**src/rtl/i2c_regslave.sv**
```systemverilog
module i2c_regslave #(
  parameter logic [6:0] DEV_ADDR = 7'h63,
  parameter int LAST_REG = 22,
  localparam int PW = $clog2(LAST_REG + 1)
) (
  input  logic          clk,
  input  logic          rst_n,
  input  logic          scl_i,
  input  logic          sda_i,
  output logic          sda_oe,
  output logic          reg_wr_en,
  output logic [PW-1:0] reg_wr_addr,
  output logic [7:0]    reg_wr_data,
  output logic [PW-1:0] rd_addr,
  input  logic [7:0]    rd_data
);

  localparam logic [PW-1:0] LAST_P = PW'(LAST_REG);

  typedef enum logic [2:0] {ST_IDLE, ST_RX, ST_RX_ACK, ST_TX, ST_TX_ACK} st_t;
  typedef enum logic [1:0] {K_ADDR, K_PTR, K_DATA} kind_t;

  logic [1:0] scl_sy, sda_sy;
  logic       scl_q, sda_q;
  logic       scl_s, sda_s;
  logic       scl_rise, scl_fall, start_det, stop_det;
  st_t        st;
  kind_t      kind;
  logic [7:0] sh;
  logic [3:0] cnt;
  logic       rd_mode, mack;
  logic [PW-1:0] ptr;

  function automatic logic [PW-1:0] clamp(input logic [7:0] v);
    return (int'(v) > LAST_REG) ? LAST_P : v[PW-1:0];
  endfunction

  function automatic logic [PW-1:0] step(input logic [PW-1:0] p);
    return (p == LAST_P) ? p : p + PW'(1);
  endfunction

  assign scl_s     = scl_sy[1];
  assign sda_s     = sda_sy[1];
  assign scl_rise  = scl_s & ~scl_q;
  assign scl_fall  = ~scl_s & scl_q;
  assign start_det = scl_s & scl_q & sda_q & ~sda_s;
  assign stop_det  = scl_s & scl_q & ~sda_q & sda_s;
  assign rd_addr   = ptr;

  always_ff @(posedge clk or negedge rst_n) begin
    if (!rst_n) begin
      scl_sy <= 2'b11;
      sda_sy <= 2'b11;
      scl_q  <= 1'b1;
      sda_q  <= 1'b1;
    end else begin
      scl_sy <= {scl_sy[0], scl_i};
      sda_sy <= {sda_sy[0], sda_i};
      scl_q  <= scl_s;
      sda_q  <= sda_s;
    end
  end

  always_ff @(posedge clk or negedge rst_n) begin
    if (!rst_n) begin
      st          <= ST_IDLE;
      kind        <= K_ADDR;
      sh          <= '0;
      cnt         <= '0;
      rd_mode     <= 1'b0;
      mack        <= 1'b0;
      ptr         <= '0;
      sda_oe      <= 1'b0;
      reg_wr_en   <= 1'b0;
      reg_wr_addr <= '0;
      reg_wr_data <= '0;
    end else begin
      reg_wr_en <= 1'b0;
      if (start_det) begin
        st     <= ST_RX;
        kind   <= K_ADDR;
        cnt    <= '0;
        sda_oe <= 1'b0;
      end else if (stop_det) begin
        st     <= ST_IDLE;
        sda_oe <= 1'b0;
      end else begin
        case (st)
          ST_RX: begin
            if (scl_rise) begin
              sh  <= {sh[6:0], sda_s};
              cnt <= cnt + 4'd1;
            end else if (scl_fall && cnt == 4'd8) begin
              case (kind)
                K_ADDR: begin
                  if (sh[7:1] == DEV_ADDR) begin
                    rd_mode <= sh[0];
                    sda_oe  <= 1'b1;
                    st      <= ST_RX_ACK;
                  end else begin
                    st <= ST_IDLE;
                  end
                end
                K_PTR: begin
                  ptr    <= clamp(sh);
                  sda_oe <= 1'b1;
                  st     <= ST_RX_ACK;
                end
                default: begin
                  reg_wr_en   <= 1'b1;
                  reg_wr_addr <= ptr;
                  reg_wr_data <= sh;
                  ptr         <= step(ptr);
                  sda_oe      <= 1'b1;
                  st          <= ST_RX_ACK;
                end
              endcase
            end
          end
          ST_RX_ACK: begin
            if (scl_fall) begin
              cnt <= '0;
              if (kind == K_ADDR && rd_mode) begin
                st     <= ST_TX;
                sh     <= rd_data;
                sda_oe <= ~rd_data[7];
              end else begin
                st     <= ST_RX;
                sda_oe <= 1'b0;
                kind   <= (kind == K_ADDR) ? K_PTR : K_DATA;
              end
            end
          end
          ST_TX: begin
            if (scl_rise) begin
              cnt <= cnt + 4'd1;
            end else if (scl_fall) begin
              if (cnt == 4'd8) begin
                sda_oe <= 1'b0;
                ptr    <= step(ptr);
                st     <= ST_TX_ACK;
              end else begin
                sh     <= {sh[6:0], 1'b0};
                sda_oe <= ~sh[6];
              end
            end
          end
          ST_TX_ACK: begin
            if (scl_rise) begin
              mack <= ~sda_s;
            end else if (scl_fall) begin
              if (mack) begin
                st     <= ST_TX;
                cnt    <= '0;
                sh     <= rd_data;
                sda_oe <= ~rd_data[7];
              end else begin
                st <= ST_IDLE;
              end
            end
          end
          default: ;
        endcase
      end
    end
  end

  a_r2_idle_quiet: assert property (@(posedge clk) disable iff (!rst_n)
    st == ST_IDLE |-> (!sda_oe && !reg_wr_en));

  a_r3_ack_held: assert property (@(posedge clk) disable iff (!rst_n)
    (st == ST_RX_ACK && !scl_fall && !start_det && !stop_det) |=> sda_oe);

  a_r4_single_strobe: assert property (@(posedge clk) disable iff (!rst_n)
    reg_wr_en |=> !reg_wr_en);

  a_r4_wr_in_range: assert property (@(posedge clk) disable iff (!rst_n)
    reg_wr_en |-> reg_wr_addr <= LAST_P);

  a_r5_ptr_sticks: assert property (@(posedge clk) disable iff (!rst_n)
    (rd_addr == LAST_P && !(st == ST_RX && kind == K_PTR)) |=> rd_addr == LAST_P);

  a_r8_change_scl_low: assert property (@(posedge clk) disable iff (!rst_n)
    !$stable(sda_oe) |-> !scl_s);

  a_r9_stop_release: assert property (@(posedge clk) disable iff (!rst_n)
    stop_det |=> (!sda_oe && st == ST_IDLE));

endmodule

```
**config.mk**
```make
export PLATFORM = sky130hd
export DESIGN_NAME = i2c_regslave
export DESIGN_NICKNAME = d
export VERILOG_FILES = /design/src/rtl/i2c_regslave.sv
export SDC_FILE = /design/constraint.sdc
export NUM_CORES = 1
export LEC_CHECK = 0
export BUFFER_PORTS_ARGS = -buffer_cell sky130_fd_sc_hd__buf_4
export CAP_MARGIN = 20
export CORE_ASPECT_RATIO = 1.2
export CORE_UTILIZATION = 32
export DETAILED_ROUTE_END_ITERATION = 10
export PLACE_DENSITY = 0.5
export SLEW_MARGIN = 5
export SYNTH_ARGS = -nofsm -noshare
export SYNTH_HDL_FRONTEND = slang
export SYNTH_SLANG_ARGS = --single-unit
```
**constraint.sdc**
```tcl
create_clock -name clk -period 2.4 [get_ports clk]
set_input_delay 0.36 -clock clk [delete_from_list [all_inputs] [get_ports clk]]
set_output_delay 0.36 -clock clk [all_outputs]
set_load 0.01 [all_outputs]
```
# Yosys cells after proc, flatten, opt, wreduce, memory -nomap -nowiden
# Index checks and enable logic that the tools add are counted.
# totals
in_bits,12
elab_cells,162
regBits,45
output_inout_bits,20
# op_classes
addsub,2
magnitude_cmp,1
muxes,69
reduce_logical,20
n_eq_ne,38
bitwise_logic,17
# ops
cell,n
8-bit 2-to-1 mux,9
"4-bit inequality test, second input constant",9
5-bit 2-to-1 mux,7
3-bit 2-to-1 mux,11
8-bit one-hot mux with 4 select lines,1
"2-bit inequality test, second input constant",15
4-bit 2-to-1 mux,7
1-bit 2-to-1 mux,20
5-bit one-hot mux with 2 select lines,2
2-bit 2-to-1 mux,9
9-bit AND reduction,2
7-bit AND reduction,2
"3-bit inequality test, second input constant",4
3-bit one-hot mux with 4 select lines,1
4-bit one-hot mux with 3 select lines,1
12-bit AND reduction,1
1-bit NOT,10
10-bit AND reduction,1
"8-bit by 5-bit greater-than comparator with 1-bit output, second input constant",1
4-bit AND reduction,2
4-bit nonzero test,2
1-bit bitwise AND,7
"7-bit == test, second input constant",1
"3-bit by 2-bit == test with 1-bit output, second input constant",2
other kinds (16),20

# Longest topological paths before layout
# Gate-level depths: netlist of run 1.
# logic_depth
ltp_word,8
mapped_depth,7
depth_no_buf,6

# Least setup slack after synthesis of run 1
# Ideal clock, no wire load.
# synth_timing
path_type,register to register
startpoint,reg scl_sy[1]
endpoint,reg sh[0]
slack_ps,471
period_less_slack_ps,1929
t_arrival_ps,1804
stages_incl_launch_ff,6
t_required_ps,2275
n_path_buf,1
setup_ps,125
cell_sequence,dfstp_2 > buf_4 > nor3b_1 > a211oi_1 > nor4_4 > mux2_2
# synth_via
elab_chain_len,5
word_cells_on_any_way,17
classes_between,6 x eq/ne; 10 x bitwise; 1 x reduce/logical
# synth_lines
item,line_no,rtl
start: declaration,23,"logic [1:0] scl_sy, sda_sy;"
start signal: assignment,57,"scl_sy <= {scl_sy[0], scl_i};"
1-bit bitwise AND,"46, 47",
"1-bit bitwise AND, on equally long branches (2 in a row)","47, 46",
1-bit NOT (no source line),--,
12-bit AND reduction (no source line) *,--,
end signal: assignment,91,"sh <= {sh[6:0], sda_s};"
end signal: assignment,125,sh <= rd_data;
end signal: assignment,143,"sh <= {sh[6:0], 1'b0};"
end: declaration,29,logic [7:0] sh;
# Every way passes the cells marked *; elsewhere a longest branch is shown, timed or not.
# A chain may end at the register's enable or synchronous reset.

# Worst setup path in the final report of run 1
# layout_timing
startpoint,reg st[1]
endpoint,reg sh[2]
# layout_via
elab_chain_len,3
word_cells_on_any_way,16
classes_between,13 x eq/ne; 1 x mux; 2 x reduce/logical
# layout_lines
item,line_no,rtl
start: declaration,27,st_t st;
start signal: assignment,66,st <= ST_IDLE;
start signal: assignment,80,st <= ST_RX;
start signal: assignment,85,st <= ST_IDLE;
3-bit == test (tied with other cells),88,case (st)
4-bit nonzero test (no source line) or 2-bit inequality test (tied branches),--,
12-bit AND reduction (no source line),--,
# Parallel ways exist; a longest one is shown, timed or not.

==> results of run 1 <==
## final cells by class
type	count	area [sq um]	area share (%)
multi-input cells	156	1250	42.2
well taps	90	113	3.80
clock inverters	3	43.8	1.48
flip-flops and latches	45	1130	38.3
inverters	10	37.5	1.27
repair buffers	42	315	10.6
clock buffers	5	68.8	2.32
## flip-flops by register name (all words and copies together), names as in the netlist
register,cells
sh,8
st,3
rd_mode,1
scl_sy,2
reg_wr_data,8
scl_q,1
sda_q,1
rd_addr,5
sda_oe,1
mack,1
reg_wr_en,1
reg_wr_addr,5
sda_sy,2
kind,2
cnt,4
## cells by family (layout without fill, tap and decap cells)
kind of cell	after synthesis	in the layout	synth area share, %
compound gates	50	50	15.3
mux	35	35	15.7
buf+inv	18	60	3.10
fa+ha+maj	4	4	2.03
simple gates	65	65	17.1
xor+xnor	2	2	0.712
flops	45	45	46.1
## Yosys cell counts, drive strengths merged (3+ instances only)
cell type	count	share of area [%]
a21oi	8	1.6
a2bb2oi	4	1.4
a31oi	4	1.0
buf	5	1.1
clkbuf	3	0.46
dfrtp	39	40
dfstp	6	6.4
ha	4	2.0
inv	10	1.5
mux2	29	13
mux2i	6	2.4
nand2	9	1.4
nand2b	7	1.8
nand3	6	1.2
nand3b	6	1.8
nand4b	4	1.4
nor2	9	1.4
nor2b	4	1.0
nor3	3	0.81
nor3b	3	1.1
o211ai	4	1.2
o21ai	4	0.81
o22ai	4	1.0
o31ai	4	1.2
## power breakdown
group          switching [mW]  internal (mW)  leakage (nW)
sequential              0.158          0.863         0.586
clock                   0.279          0.312        0.0585
combinational           0.182          0.227         0.712
total                   0.619           1.40          1.36
## metrics by stage
step                      hold WS [ps]  power (mW)
after floorplan                   64.4        1.28
after global placement             348        1.44
after detailed placement           347        1.45
after CTS                         74.4        2.05
after global routing               107        2.16
final                             53.0        2.02
## path summary, 6_finish.rpt
path | start | to | slack, ps | depth (start not counted)
worst max-delay path | st[1] | sh[2] | 380 | 5
worst max register to register | st[1] | sh[2] | 380 | 5
min in group clk | sda_i | sda_sy[0] | 160 | 1
worst min register to register | scl_sy[0] | scl_sy[1] | 360 | 0
worst min-delay path | rst_n | cnt[0] | 50 | 1
max in group asynchronous | rst_n | sda_oe | 1940 | 1
## routing by layer
layer | part of all wire, % | routed length [um] | vias to the layer above | global-route usage, %
li1 | - | - | 914 | -
met1 | 48 | 2790 | 957 | 24.1
met2 | 48 | 2770 | 37 | 24.7
met3 | 2.8 | 160 | 6 | 2.99
met4 | 1.1 | 66 | 0 | 4.72
met5 | 0 | 0 | - | 0
==> reports/qor.txt, run 1 <==
Status: finished, final reports clean
FP Rows: 34
# Post-CTS Setup Buffers: 0
Number of synthesized flops with an enable pin: 0
Global Route Usage Sum: 16.5%
Routed via count: 1914
Max Clk Rate: 495 MHz
Initial DRC Count: 121
Initial core utilization: 33.4%
Worst hold path class: in -> async
Pin count of the biggest net entering global routing: 46
Placed cell count: 343
CP Cell Sequence: nor4bb_1, o31ai_1, nor4_4, buf_4, mux2_2
Register area share after synthesis: 46.1%
GPL Wtd Cong: 0.797
Post-route minimum period: 2020 ps
DRC viols: 0
Overflow after GRT: 0
CTS Buffer Depth: 2
Buffers & Inverters on Critical Path: 1
Die width: 82.1 um
Total negative slack: 0 ps
Cell Count, Final, Fillers Out: 351
Worst-margin pin slew: 589 ps
Worst Setup Start Kind: flip-flop
Syn_nets: 235
Pwr dens: 682 nW/um^2
Critical Path RT: 2590 ps
RSZ-0062 raised after global routing: no
WS Path Type: reg -> reg
Max stage delay on crit path: 630 ps
CTS tree: done
Crit-path max FO: 16
Clock transition at path regs: 90 ps
CTS hold repair buffers: 0
Synthesized cell area: 2460 sq um
Pins Over Slew Limit: 0
Worst Setup Slack, final: 380 ps
Vias in the first global route: 1963
# IOs: 32
Period utilization: 84.2%
Synthesized flop and latch total: 45
Pre-antenna DRT Iters: 4
Max-Slew Margin vs Limit: 60.7%
Yosys warns: 0
Max-Cap Viols: 0
VDD IR-drop max: 429 uV
ANT cells: 0
CP top delay family: flip-flops
Predominant post-synthesis flop cell: dfrtp_1
Placed cell area: 2850 sq um
Post-Route WL: 5.78 mm
Clock Tree Root: clkbuf_8
Final instance area: 2960 sq um
Commonest non-fill, non-tap cells in the layout: 42 x buf_4, 39 x dfrtp_1, 29 x mux2_2
Synth Instances: 219
Number of setup violations in the final report: 0
Via/cell ratio: 5.45
Clock buffer count from CTS: 5
First-pass GRT wire length: 10.2 mm
Die ar.: 8050 sq um
Layout Nets: 276
Initial antenna violation count: 0
Routed Antenna Nets: 0
H-tree depth: 2
Clk sinks: 45
Critical path's slowest cell: dfrtp_1
Worst-Skew Late Latency: 300 ps
Core outline area: 7360 sq um
Clk_skew: 6.55 ps
Die Span Y: 98.1 um
Synth cell types: 56
Avg WL per Cell: 16.5 um
Fraction of final layout cells with drive strength greater than 1: 35.2%
Fill count: 724
Post-CTS Resized: 0
Final Hold Viols: 0
Layout Utilization: 40.3%
Leak: 1.36 nW
DPL Wire Length: 4.16 mm
CP endpoint kind: flip-flop
Syn-to-layout area delta: 20.4%
Commonest non-fill, non-tap cell in the layout: buf_4
Post-synth ARST share: 100%
Pre-CTS setup slack: 414 ps
Mean Syn Cell Area: 11.2 sq um
Critical Path AT: 2210 ps
Port bufs: 31
(Power assumes the default switching activity.)
==> inputs of run 2 (changes only) <==
- clock period: 2.4 -> 2 ns (I/O delays scaled with it)
==> run 2 against run 1 <==
The run now ends with negative hold slack left; worst hold slack got worse by 64 ps; fmax rose by 6.0%; core utilization rose by 0.53 points; register-to-register slack got worse by 290 ps; combinational power rose by 23%; setup slack got worse by 290 ps; power rose by 14%; first-iteration DRC count fell by 35%; cell area rose by 1.3%; wire length rose by 0.52%; sequential power rose by 20%; global-route usage fell by 0.45 points.
==> reports/qor.txt, run 2 (synthesized netlist as in run 1, its figures left out) <==
Leak: 1.38 nW (+1.8%)
Failing checks: negative hold slack
Vias in the first global route: 1871 (-4.7%)
Sequential Area: 1130 sq um (+0.11%)
Critical path's slowest cell: dfrtp_1
Pre-antenna DRT Iters: 4 (unchanged)
Pwr dens: 770 nW/um^2 (+13%)
Clock buffer count from CTS: 5 (unchanged)
Pin count of the biggest net entering global routing: 46 (unchanged)
Layout Nets: 284 (+2.9%)
Cell Count, Final, Fillers Out: 359 (+2.3%)
Core outline area: 7360 sq um (unchanged)
Worst Setup Start Kind: flip-flop
Avg WL per Cell: 16.2 um (-1.7%)
CTS Buffer Depth: 2 (unchanged)
Post-route minimum period: 1910 ps (-114 ps)
DRC viols: 0 (unchanged)
Post-Route WL: 5.81 mm (+0.52%)
Max stage delay on crit path: 540 ps (-90 ps)
Final Hold Viols: 11 (+11)
VDD IR-drop max: 572 uV (+33%)
Clock power frac: 25.4% (-3.8 points)
Worst R2R Start: st[2]
Worst-margin pin slew: 582 ps (-6.64 ps)
Initial antenna violation count: 0 (unchanged)
Max-Cap Viols: 0 (unchanged)
Port bufs: 31 (unchanged)
Routed Antenna Nets: 0 (unchanged)
DPL Wire Length: 4.25 mm (+2.2%)
Fill count: 728 (+0.55%)
Worst Setup Slack, final: 93.7 ps (-286 ps)
Layout Utilization: 40.8% (+0.53 points)
Critical Path AT: 2100 ps (-110 ps)
GPL Wtd Cong: 0.848 (+6.5%)
Die width: 82.1 um (unchanged)
Clock transition at path regs: 90 ps (about the same)
Clock Tree Root: clkbuf_8
Die ar.: 8050 sq um (unchanged)
Pre-CTS setup slack: 82.9 ps (-331 ps)
Pins Over Slew Limit: 0 (unchanged)
Worst hold path class: in -> async
Critical Path RT: 2200 ps (-390 ps)
FP Rows: 34 (unchanged)
Clk sinks: 45 (unchanged)
Overflow after GRT: 0 (unchanged)
Commonest non-fill, non-tap cells in the layout: 50 x buf_4, 38 x dfrtp_1, 29 x mux2_2
Syn-to-layout area delta: 22.0%
Net Sw Power: 747 uW (+21%)
Final instance area: 3000 sq um (+1.3%)
Total negative slack: 0 ps (unchanged)
CP Cell Sequence: or3b_2, o221ai_2, nor4_4, buf_4, mux2_2
WS Path Type: reg -> reg
First-pass GRT wire length: 9.78 mm (-4.2%)
ANT cells: 0 (unchanged)
Area occupied by multi-input gates: 1250 sq um (unchanged)
H-tree depth: 2 (unchanged)
Initial DRC Count: 79 (-35%)
Die Span Y: 98.1 um (unchanged)
Max-Slew Margin vs Limit: 61.2% (+0.44 points)
Max Clk Rate: 525 MHz (+6.0%)
R2R setup slack: 90 ps (-290 ps)
Placed cell area: 2910 sq um (+2.1%)
Crit-path max FO: 11 (-5)
# IOs: 32 (unchanged)
RSZ-0062 raised after global routing: no
Worst R2R End: sh[3]
Top Registers: reg_wr_data x8, sh x8
Initial core utilization: 33.4% (unchanged)
CTS tree: done
Fraction of final layout cells with drive strength greater than 1: 37.5% (+2.3 points)
Hold Worst Slack: -10.9 ps (-63.9 ps)
Worst reg2reg path depth: 5 (unchanged)
Int Pwr: 1.56 mW (+11%)
Routed via count: 1942 (+1.5%)
Clk_skew: 6.25 ps (-0.304 ps)
Number of setup violations in the final report: 0 (unchanged)
Global Route Usage Sum: 16.1% (-0.45 points)
CP endpoint kind: flip-flop
Status: complete, but fails checks
Commonest non-fill, non-tap cell in the layout: buf_4
Worst-Skew Late Latency: 300 ps (about the same)
Seq pwr share: 52.7% (+2.2 points)
Via/cell ratio: 5.41 (-0.80%)
Switch share: 32.3% (+1.7 points)
Period utilization: 95.3% (+11 points)
Placed cell count: 351 (+2.3%)
Combinational power share: 21.9% (+1.7 points)
Total chip power: 2.31 mW (+14%)
==> run 2: cell types whose count changed in the layout (fill, tap and decap cells not counted) <==
cell        previous run  this run
dfrtp_2                0         1
clkinvlp_4             0         1
dfrtp_1               39        38
buf_4                 42        50
bufinv_16              1         0
==> run 2: worst max-delay path, delay by kind of cell (launching register included) <==
kind	cells	cell delay, ps
AND/OR/NAND/NOR	2	560
flip-flops	1	540
multiplexers	1	270
AO/OA/AOI/OAI	1	220
buffers and inverters	1	190
==> run 2: how the worst max path moves through the flow <==
stage / from / endpoint / cells after the start
5_1_grt: cnt[0] / sh[6] / 7
3_3_place_gp: cnt[0] / sh[6] / 7
2_1_floorplan: scl_sy[1] / sh[0] / 5
3_5_place_dp: cnt[0] / sh[1] / 7
6_report: st[2] / sh[3] / 5
4_1_cts: cnt[0] / sh[1] / 7
==> run 2: power by group through the flow <==
stage,registers [mW],logic (mW),clock network [mW]
floorplan,1.16,0.380,0
global placement,1.23,0.498,0
detailed placement,1.23,0.509,0
CTS,1.22,0.511,0.613
global route,1.25,0.563,0.649
finish,1.22,0.505,0.588
==> run 2: repair_timing <==
item / CTS / global route
setup buffers: 0 / 0
gates resized for setup: 0 / 1
hold buffers: 0 / 0
endpoints found under the setup margin: 0 / 7
==> run 2: per-layer routing <==
layer / GRT usage (%) / wire [um] / up-vias
met2: 24.3 / 2790 / 46
met4: 6.75 / 118 / 0
met1: 22.0 / 2680 / 964
met3: 3.27 / 217 / 9
met5: 0 / 0 / -
li1: - / - / 923
==> run 2: final cells by class <==
| class | count | share of cell area [%] |
|---|---|---|
| clock inverter | 3 | 0.709 |
| clock buffer | 5 | 2.29 |
| timing repair buffer | 50 | 12.5 |
| inverter | 10 | 1.25 |
| sequential | 45 | 37.8 |
| tap | 90 | 3.75 |
| multi-input combinational | 156 | 41.7 |
==> inputs of run 3 (changes only) <==
- CELL_PAD_IN_SITES_DETAIL_PLACEMENT: unset -> 1
- CELL_PAD_IN_SITES_GLOBAL_PLACEMENT: unset -> 2
- PLACE_DENSITY: 0.5 -> 0.7
==> run 3 against run 2 <==
The run still ends with negative hold slack left; first-iteration DRC count decreased by 11%; worst hold slack improved by 8.2 ps; via count up 1.8%; wire length is 14% higher; sequential power hardly changed; register-to-register slack about the same; clock power is 22% higher; setup slack barely moved; die area unchanged; cell count up 1.7%; largest power group unchanged; highest routed layer unchanged.
==> reports/qor.txt, run 3 (synthesized netlist as in run 1, its figures left out) <==
Status: complete, but fails checks
Failing checks: negative hold slack
Final Hold Viols: 10 (-1)
Worst hold path class: in -> async
Sequential Area: 1130 sq um (unchanged)
Post-Route WL: 6.64 mm (+14%)
CP endpoint kind: flip-flop
GPL Wtd Cong: 0.849 (+0.13%)
Vias in the first global route: 2120 (+13%)
Net Sw Power: 780 uW (+4.4%)
Leak: 1.42 nW (+3.1%)
Crit-path max FO: 8 (-3)
Pin count of the biggest net entering global routing: 46 (unchanged)
Buffers & Inverters on Critical Path: 1 (unchanged)
Pins Over Slew Limit: 0 (unchanged)
Critical Path Start: scl_sy[1]
Combinational power share: 24.0% (+2.1 points)
CTS tree: done
Core outline area: 7360 sq um (unchanged)
Worst R2R Start: scl_sy[1]
VDD IR-drop max: 368 uV (-36%)
Max-Slew Margin vs Limit: 61.1% (about the same)
Fill count: 812 (+12%)
Total chip power: 2.51 mW (+8.8%)
Post-route minimum period: 1910 ps (+0.260 ps)
ANT cells: 0 (unchanged)
Die Span Y: 98.1 um (unchanged)
Max Clk Rate: 525 MHz (about the same)
Max stage delay on crit path: 580 ps (+40 ps)
Int Pwr: 1.73 mW (+11%)
First-pass GRT wire length: 11.1 mm (+13%)
Worst-Skew Late Latency: 300 ps (about the same)
H-tree depth: 2 (unchanged)
Clk sinks: 45 (unchanged)
Overflow after GRT: 0 (unchanged)
Number of setup violations in the final report: 0 (unchanged)
FP Rows: 34 (unchanged)
Die width: 82.1 um (unchanged)
Period utilization: 95.3% (about the same)
Via/cell ratio: 5.41 (about the same)
DRC viols: 0 (unchanged)
Layout Nets: 290 (+2.1%)
Initial core utilization: 33.4% (unchanged)
Die ar.: 8050 sq um (unchanged)
CP top delay family: simple AND/OR/NAND/NOR gates
Pre-antenna DRT Iters: 4 (unchanged)
Commonest non-fill, non-tap cells in the layout: 55 x buf_4, 38 x dfrtp_1, 29 x mux2_2
# IOs: 32 (unchanged)
Top Registers: reg_wr_data x8, sh x8
Hold Worst Slack: -2.71 ps (+8.21 ps)
Total negative slack: 0 ps (unchanged)
Seq pwr share: 47.6% (-5.1 points)
Initial antenna violation count: 0 (unchanged)
Clock Tree Root: clkbuf_8
Critical Path RT: 2180 ps (-20 ps)
Initial DRC Count: 70 (-11%)
Port bufs: 31 (unchanged)
CP Cell Sequence: nor3b_1, a211oi_2, nor4_4, buf_6, mux2_2
RSZ-0062 raised after global routing: no
Pwr dens: 817 nW/um^2 (+6.2%)
Critical Path AT: 2090 ps (about the same)
Global Route Usage Sum: 18.3% (+2.2 points)
Commonest non-fill, non-tap cell in the layout: buf_4
Avg WL per Cell: 18.2 um (+12%)
CTS Buffer Depth: 2 (unchanged)
Routed via count: 1976 (+1.8%)
Fraction of final layout cells with drive strength greater than 1: 38.9% (+1.4 points)
CTS hold repair buffers: 0 (unchanged)
WS Path Type: reg -> reg
Area occupied by multi-input gates: 1260 sq um (+0.40%)
Worst Setup Start Kind: flip-flop
Routed Antenna Nets: 0 (unchanged)
Syn-to-layout area delta: 25.0%
Switch share: 31.0% (-1.3 points)
Clock transition at path regs: 90 ps (about the same)
Worst-margin pin slew: 583 ps (+0.702 ps)
Critical path's slowest cell: dfstp_2
Clock buffer count from CTS: 5 (unchanged)
DPL Wire Length: 4.88 mm (+15%)
Max-Cap Viols: 0 (unchanged)
Clk_skew: 11.1 ps (+4.81 ps)
Clock power frac: 28.4% (+3.0 points)
-- run 3: repair_timing --
item | CTS | global route
resized for setup | 0 | 3
setup buffers | 0 | 2
setup endpoints to repair | 0 | 7
-- run 3: final timing paths --
kind,to,slack (ps),cells past startpoint
setup / recovery,sh[7],90,5
hold / removal,cnt[3],-3,1
setup reg to reg,sh[7],90,5
hold reg to reg,scl_sy[1],360,0
max in group asynchronous,st[1],1580,1
min in group clk,sda_sy[0],100,1
-- run 3: power by group through the flow --
| stage | Clock, mW | Sequential (mW) | Combinational [mW] |
|---|---|---|---|
| after floorplan | 0 | 1.16 | 0.380 |
| after global placement | 0 | 1.21 | 0.576 |
| after detailed placement | 0 | 1.22 | 0.591 |
| after CTS | 0.741 | 1.20 | 0.593 |
| after global routing | 0.770 | 1.22 | 0.668 |
| final | 0.715 | 1.20 | 0.603 |
-- run 3: worst register-to-register path, delay by kind of cell, from the launching register on --
family / cells / cell delay, ps
simple gates: 2 / 610
buf+inv: 1 / 180
compound gates: 1 / 90
flops: 1 / 580
mux: 1 / 340
-- run 3: layer usage --
layer | up-vias | part of all wire [%] | global-route usage (%) | wire, um
met3 | 8 | 2.1 | 2.62 | 139
met5 | - | 0 | 0 | 0
met4 | 0 | 1.7 | 5.80 | 110
met2 | 28 | 51 | 30.3 | 3360
met1 | 1008 | 46 | 24.1 | 3030
li1 | 932 | - | - | -
-- run 3: area by class of cell --
cell class / count / share of cell area [%]
clock buffers: 6 / 2.36
clock inverters: 2 / 1.26
inverters: 10 / 1.22
multi-input cells: 156 / 40.8
flip-flops and latches: 45 / 36.9
well taps: 90 / 3.66
repair buffers: 56 / 13.8
-- run 3: through the flow --
stage / setup slack (ps) / instance area (sq um) / util [%] / instances
after CTS: 35.5 / 3050 / 41.5 / 363
final: 93.4 / 3080 / 41.8 / 365
after detailed placement: 64.8 / 2940 / 40.0 / 355
after global placement: 120 / 2940 / 40.0 / 355
after global routing: 7.04 / 3080 / 41.8 / 365
after floorplan: 71.0 / 2460 / - / 219
